## config.mk

```make
export PLATFORM = sky130hd
export DESIGN_NAME = fp_special_resolve
export DESIGN_NICKNAME = d
export VERILOG_FILES = /design/src/rtl/fpsr_pkg.sv /design/src/rtl/fpsr_classify.sv /design/src/rtl/fpsr_resolve.sv /design/src/rtl/fp_special_resolve.sv
export SDC_FILE = /design/constraint.sdc
export NUM_CORES = 1
export LEC_CHECK = 0
export BUFFER_PORTS_ARGS = -buffer_cell sky130_fd_sc_hd__buf_2
export CORE_UTILIZATION = 48
export CTS_CLUSTER_SIZE = 20
export DETAILED_ROUTE_END_ITERATION = 7
export PLACE_DENSITY_LB_ADDON = 0.3
export SLEW_MARGIN = 40
export SYNTH_ARGS = -nofsm -noshare
export SYNTH_HDL_FRONTEND = slang
export SYNTH_HIERARCHICAL = 1
export SYNTH_SLANG_ARGS = --single-unit
```

## constraint.sdc

```tcl
create_clock -name clk -period 4.15 [get_ports clk]
set_input_delay 0.2075 -clock clk [delete_from_list [all_inputs] [get_ports clk]]
set_output_delay 0.2075 -clock clk [all_outputs]
set_load 0.02 [all_outputs]
```

## src/rtl/fpsr_pkg.sv

```systemverilog
package fpsr_pkg;

   typedef enum logic [1:0] {
      OP_ADD = 2'b00,
      OP_SUB = 2'b01,
      OP_MUL = 2'b10,
      OP_DIV = 2'b11
   } fpsr_op_e;

   typedef struct packed {
      logic is_nan;
      logic is_inf;
      logic is_zero;
   } fpsr_class_t;

   // Payload class bit positions within the mantissa
   localparam int PL_INF_DIV  = 0;
   localparam int PL_LOG_POW  = 1;
   localparam int PL_MATH_FN  = 2;
   localparam int PL_EXPLICIT = 3;

endpackage

```

## src/rtl/fpsr_classify.sv

```systemverilog
module fpsr_classify
   import fpsr_pkg::*;
#(
   parameter int EXP_W = 8,
   parameter int MAN_W = 23
) (
   input  logic [EXP_W+MAN_W:0] val_i,
   output fpsr_class_t          cls_o
);

   logic [EXP_W-1:0] exp_f;
   logic [MAN_W-1:0] man_f;
   logic             exp_ones;
   logic             exp_zero;
   logic             man_zero;

   assign exp_f    = val_i[EXP_W+MAN_W-1:MAN_W];
   assign man_f    = val_i[MAN_W-1:0];
   assign exp_ones = &exp_f;
   assign exp_zero = ~|exp_f;
   assign man_zero = ~|man_f;

   always_comb begin
      cls_o.is_nan  = exp_ones & ~man_zero;
      cls_o.is_inf  = exp_ones &  man_zero;
      cls_o.is_zero = exp_zero &  man_zero;
   end

endmodule

```

## src/rtl/fpsr_resolve.sv

```systemverilog
module fpsr_resolve
   import fpsr_pkg::*;
#(
   parameter int EXP_W       = 8,
   parameter int MAN_W       = 23,
   parameter int INFDIV_BIT  = PL_INF_DIV,
   parameter bit NAN_SIGN_OR = 1'b1
) (
   input  logic [EXP_W+MAN_W:0] a_i,
   input  logic [EXP_W+MAN_W:0] b_i,
   input  fpsr_op_e             op_i,
   input  fpsr_class_t          ca_i,
   input  fpsr_class_t          cb_i,
   output logic                 ovr_o,
   output logic [EXP_W+MAN_W:0] val_o
);

   localparam int SIGN_POS = EXP_W + MAN_W;
   localparam logic [MAN_W-1:0] QUIET_MASK  = MAN_W'(1) << (MAN_W - 1);
   localparam logic [MAN_W-1:0] INFDIV_MASK = MAN_W'(1) << INFDIV_BIT;

   logic             sa, sb, sb_eff;
   logic             nan_sign;
   logic [MAN_W-1:0] nan_man;
   logic             invalid;
   logic             div_zero;

   assign sa     = a_i[SIGN_POS];
   assign sb     = b_i[SIGN_POS];
   assign sb_eff = sb ^ (op_i == OP_SUB);

   // Sign of a NaN result: a variant picks the merge rule
   generate
      if (NAN_SIGN_OR) begin : g_sign_or
         assign nan_sign = (ca_i.is_nan & sa) | (cb_i.is_nan & sb);
      end else begin : g_sign_first
         assign nan_sign = ca_i.is_nan ? sa : sb;
      end
   endgenerate

   // Payloads of whichever operands are NaN, merged, then quieted
   assign nan_man = (ca_i.is_nan ? a_i[MAN_W-1:0] : '0)
                  | (cb_i.is_nan ? b_i[MAN_W-1:0] : '0)
                  | QUIET_MASK;

   always_comb begin
      unique case (op_i)
         OP_ADD, OP_SUB: invalid = ca_i.is_inf & cb_i.is_inf & (sa != sb_eff);
         OP_MUL:         invalid = (ca_i.is_zero & cb_i.is_inf) | (ca_i.is_inf & cb_i.is_zero);
         OP_DIV:         invalid = (ca_i.is_zero & cb_i.is_zero) | (ca_i.is_inf & cb_i.is_inf);
         default:        invalid = 1'b0;
      endcase
   end

   assign div_zero = (op_i == OP_DIV) & cb_i.is_zero & ~ca_i.is_zero
                   & ~ca_i.is_inf & ~ca_i.is_nan;

   // Priority: NaN propagation, then invalid, then divide by zero
   always_comb begin
      ovr_o = 1'b0;
      val_o = '0;
      if (ca_i.is_nan | cb_i.is_nan) begin
         ovr_o = 1'b1;
         val_o = {nan_sign, {EXP_W{1'b1}}, nan_man};
      end else if (invalid) begin
         ovr_o = 1'b1;
         val_o = {1'b0, {EXP_W{1'b1}}, QUIET_MASK | INFDIV_MASK};
      end else if (div_zero) begin
         ovr_o = 1'b1;
         val_o = {sa ^ sb, {EXP_W{1'b1}}, {MAN_W{1'b0}}};
      end
   end

endmodule

```

## src/rtl/fp_special_resolve.sv

```systemverilog
module fp_special_resolve
   import fpsr_pkg::*;
#(
   parameter int EXP_W       = 8,
   parameter int MAN_W       = 23,
   parameter bit NAN_SIGN_OR = 1'b1,
   parameter bit RESET_DATA  = 1'b1
) (
   input  logic                 clk,
   input  logic                 rst,
   input  logic                 in_valid,
   input  logic [EXP_W+MAN_W:0] op_a,
   input  logic [EXP_W+MAN_W:0] op_b,
   input  logic [1:0]           op_sel,
   output logic                 out_valid,
   output logic                 out_override,
   output logic [EXP_W+MAN_W:0] out_value
);

   localparam int W        = 1 + EXP_W + MAN_W;
   localparam int QBIT     = MAN_W - 1;
   localparam int N_OPND   = 2;
   localparam logic [W-1:0] INVALID_NAN =
      {1'b0, {EXP_W{1'b1}}, (MAN_W'(1) << QBIT) | (MAN_W'(1) << PL_INF_DIV)};

   initial begin : elab_checks
      assert (EXP_W >= 2) else $error("EXP_W too small");
      assert (MAN_W >= 5) else $error("MAN_W too small for payload classes");
      assert (PL_EXPLICIT < QBIT && PL_MATH_FN < QBIT &&
              PL_LOG_POW < QBIT && PL_INF_DIV < QBIT)
         else $error("payload class bit collides with quiet bit");
      assert (PL_INF_DIV != PL_LOG_POW && PL_LOG_POW != PL_MATH_FN &&
              PL_MATH_FN != PL_EXPLICIT && PL_INF_DIV != PL_EXPLICIT)
         else $error("payload class bits must be distinct");
   end

   logic [W-1:0] opnd [N_OPND];
   fpsr_class_t  cls  [N_OPND];
   logic         ovr_d;
   logic [W-1:0] val_d;

   assign opnd[0] = op_a;
   assign opnd[1] = op_b;

   generate
      for (genvar i = 0; i < N_OPND; i++) begin : g_cls
         fpsr_classify #(.EXP_W(EXP_W), .MAN_W(MAN_W)) u_cls (
            .val_i (opnd[i]),
            .cls_o (cls[i])
         );
      end
   endgenerate

   fpsr_resolve #(
      .EXP_W       (EXP_W),
      .MAN_W       (MAN_W),
      .INFDIV_BIT  (PL_INF_DIV),
      .NAN_SIGN_OR (NAN_SIGN_OR)
   ) u_resolve (
      .a_i   (op_a),
      .b_i   (op_b),
      .op_i  (fpsr_op_e'(op_sel)),
      .ca_i  (cls[0]),
      .cb_i  (cls[1]),
      .ovr_o (ovr_d),
      .val_o (val_d)
   );

   always_ff @(posedge clk) begin
      if (rst) out_valid <= 1'b0;
      else     out_valid <= in_valid;
   end

   generate
      if (RESET_DATA) begin : g_data_rst
         always_ff @(posedge clk) begin
            if (rst) begin
               out_override <= 1'b0;
               out_value    <= '0;
            end else if (in_valid) begin
               out_override <= ovr_d;
               out_value    <= val_d;
            end
         end
      end else begin : g_data_norst
         always_ff @(posedge clk) begin
            if (in_valid) begin
               out_override <= ovr_d;
               out_value    <= val_d;
            end
         end
      end
   endgenerate

   // Port-level operand decode for the checks below
   logic a_nan, b_nan, a_zero, b_zero, a_inf, b_inf;
   assign a_nan  = (&op_a[W-2:MAN_W]) & (|op_a[MAN_W-1:0]);
   assign b_nan  = (&op_b[W-2:MAN_W]) & (|op_b[MAN_W-1:0]);
   assign a_inf  = (&op_a[W-2:MAN_W]) & ~(|op_a[MAN_W-1:0]);
   assign b_inf  = (&op_b[W-2:MAN_W]) & ~(|op_b[MAN_W-1:0]);
   assign a_zero = ~(|op_a[W-2:0]);
   assign b_zero = ~(|op_b[W-2:0]);

   AST_VALID_FOLLOWS: assert property (@(posedge clk) disable iff (rst)
      in_valid |=> out_valid);
   AST_VALID_IDLE: assert property (@(posedge clk) disable iff (rst)
      !in_valid |=> !out_valid);
   AST_NAN_OR_MERGE: assert property (@(posedge clk) disable iff (rst)
      (in_valid && a_nan && b_nan) |=> (out_override &&
         out_value[MAN_W-1:0] == ($past(op_a[MAN_W-1:0] | op_b[MAN_W-1:0]) | (MAN_W'(1) << QBIT))));
   AST_ONE_NAN_PASS: assert property (@(posedge clk) disable iff (rst)
      (in_valid && a_nan && !b_nan) |=> (out_override &&
         out_value == ($past(op_a) | (W'(1) << QBIT))));
   AST_DIV_INVALID: assert property (@(posedge clk) disable iff (rst)
      (in_valid && op_sel == 2'b11 && ((a_inf && b_inf) || (a_zero && b_zero)))
         |=> (out_override && out_value == INVALID_NAN));
   AST_DIV_ZERO_INF: assert property (@(posedge clk) disable iff (rst)
      (in_valid && op_sel == 2'b11 && b_zero && !a_zero && !a_inf && !a_nan)
         |=> (out_override && out_value ==
              {$past(op_a[W-1] ^ op_b[W-1]), {EXP_W{1'b1}}, {MAN_W{1'b0}}}));
   AST_NO_OVR_ZERO: assert property (@(posedge clk) disable iff (rst)
      (out_valid && !out_override) |-> (out_value == '0));

endmodule

```

==> run metrics <==
status finished clean; commonest non-fill, non-tap cell in the layout buf_2; pwr dens 317 nW/µm²; cts repair resizes 0; Critical Path, Cell by Cell buf_2 > nor4_1 > nand4_1 > nor3_1 > a22oi_1 > o22ai_1 > a41oi_2 > nand3_1 > mux2i_1 > nor2_1; placed cells 327; worst path required time 4370 ps; number of global-route vias before repair 1734; Leakage 1.19 nW; Syn Area/Cell 9.47 µm²; global-route wire length before repair 7530 µm; post-synth top area share 0.361; Core Rows 22; I/O pin total 103; final std cells w/o fill 335; largest net degree at the start of global routing 35; initial antenna violation count 0; CTS tree built; Setup crit start kind input port; Layout area overhead 28.2%; chip width 64.7 µm; Pre-antenna DRT Iters 4; net total in the final layout 355; P_sw 0.161 mW; Post-CTS Setup Inserts 0; share of cells above drive strength 1 0.418; RSZ-0062 raised after global routing false; slowest CP cell nor3_1; hold_buf cts 0; CP peak stage delay 620 ps; Placement Setup Slack 1380 ps; Cell Area, Synth 1880 µm²; Setup TNS 0 ps; antenna cells 0; Clk network pwr share 0.474; CTS H-tree depth 2; antenna-violating nets left 0; Internal 0.604 mW; DR vias/cell 5.44; register area share after synthesis 0.361; GRT busiest layer met2; port bufs 102; Setup WS post-layout 1640 ps; Setup CP Type input port to flip-flop; Clock Pin Slew Worst Setup and Hold Paths 70 ps; clock latency on the worst-skew pair 280 ps; Pwr Total 0.765 mW; Root Buffer clkbuf_8; DR WL/cell 13.4 µm; delay-heaviest family, CP simple AND/OR/NAND/NOR gates; final wirelength 4490 µm; crit-path max FO 9; max_slew headroom 0.552; commonest non-fill, non-tap cells in the layout buf_2, nor2_1, dfxtp_1; Arr. time, crit path 2730 ps; fmax 398 MHz; total grt overflow 0; clock sink count 34; Area after DPL 2280 µm²; Sw Share 0.210; core region area 3720 µm²; FF+latch count, synth 34; Synth cell types 27; final slew viol count 0; clock tree buffer depth 2; routability cong. 0.767; TritonCTS Buffers 5; CP Buf/Inv Count 1; DRC Markers 0; Worst Tran Pin Value 667 ps; Synth area leaders dfxtp_1, mux2i_1, a22o_1; Critical Path End Type flip-flop; clk_skew 0 ps; Final Util 0.650; grt met1 use 0.265; Design Area, Final 2410 µm²; hold slack 289 ps; sequential power share 0.429; initial core utilization 0.507; max-cap violation count 0; post-synth top area cell dfxtp_1; Mapped Nets 268; maximum VDD drop 172 µV; Hold Crit Class input port to flip-flop; Comb power frac 0.097; fin crit period 2510 ps; gr usage total 0.235; post-DP HPWL 3350 µm; Hold Vio Cnt, Final 0; Post-Synthesis Cells 199; Die Span Y 64.7 µm; Final Setup Violations 0; Vias 1821; met3 global-route usage 0.0493; Ys Warns 6; Die ar. 4180 µm²; crit share post-route 0.605; DRT iter0 DRCs 92; met2 usage 0.420
## power by group through the flow
stage,Sequential [mW],Clock (mW),Combinational (mW)
2_1_floorplan,0.337,0,0.0349
3_3_place_gp,0.335,0,0.0742
3_5_place_dp,0.335,0,0.0745
4_1_cts,0.328,0.372,0.0747
5_1_grt,0.327,0.386,0.0814
6_report,0.328,0.363,0.0744
## sequential cells by signal, summed over array words and instances (netlist names)
name	cells
out_override	1
out_valid	1
out_value	32
## worst min-delay path, stage by stage
cell,delay (ps)
buf_2,90
a22o_1,110
mux2i_1,60
nor2_1,70
## final timing paths
check	slack, ps	from	endpoint	cells past startpoint
worst max-delay path	1640	op_a[1]	out_value[28]$_SDFFE_PP0P_	10
worst min-delay path	290	op_b[9]	out_value[9]$_SDFFE_PP0P_	4
worst max register to register	3500	out_value[1]$_SDFFE_PP0P_	out_value[1]$_SDFFE_PP0P_	2
worst min register to register	490	out_value[4]$_SDFFE_PP0P_	out_value[4]$_SDFFE_PP0P_	2
## synth_stat cells
library cell	n
nor2_1	34
nand3_1	1
a22o_1	22
nor4b_4	1
a41oi_2	1
a22oi_1	3
buf_4	8
nor4_1	14
nor3_1	6
xnor2_1	2
inv_1	3
buf_12	3
o21ba_2	2
nor2b_1	1
nand2_1	6
buf_2	3
buf_6	2
buf_1	3
dfxtp_1	34
o22ai_1	1
nand4_1	6
nand3_2	1
mux2i_1	33
nand2b_1	1
clkbuf_1	3
or2_2	2
o31ai_2	3
## kinds of logic after synthesis
group,synth area share
mux,0.175
simple gates,0.196
xor+xnor,0.00930
compound gates,0.157
buf+inv,0.102
flops,0.361
## layout make-up
type                            count  area (µm²)
Multi-Input combinational cell    140        1010
Clock inverter                      3        68.8
Inverter                            3        11.3
Clock buffer                        5        68.8
Tap cell                           48        60.1
Timing Repair Buffer              102         513
Fill cell                         340        1300
Sequential cell                    34         681
## routing by layer
metal,routed length [µm],vias up
met5,0,-
met4,63,0
met3,269,7
met2,2180,75
met1,1990,839
li1,-,900
No activity file was read; power rests on OpenSTA's default activity.
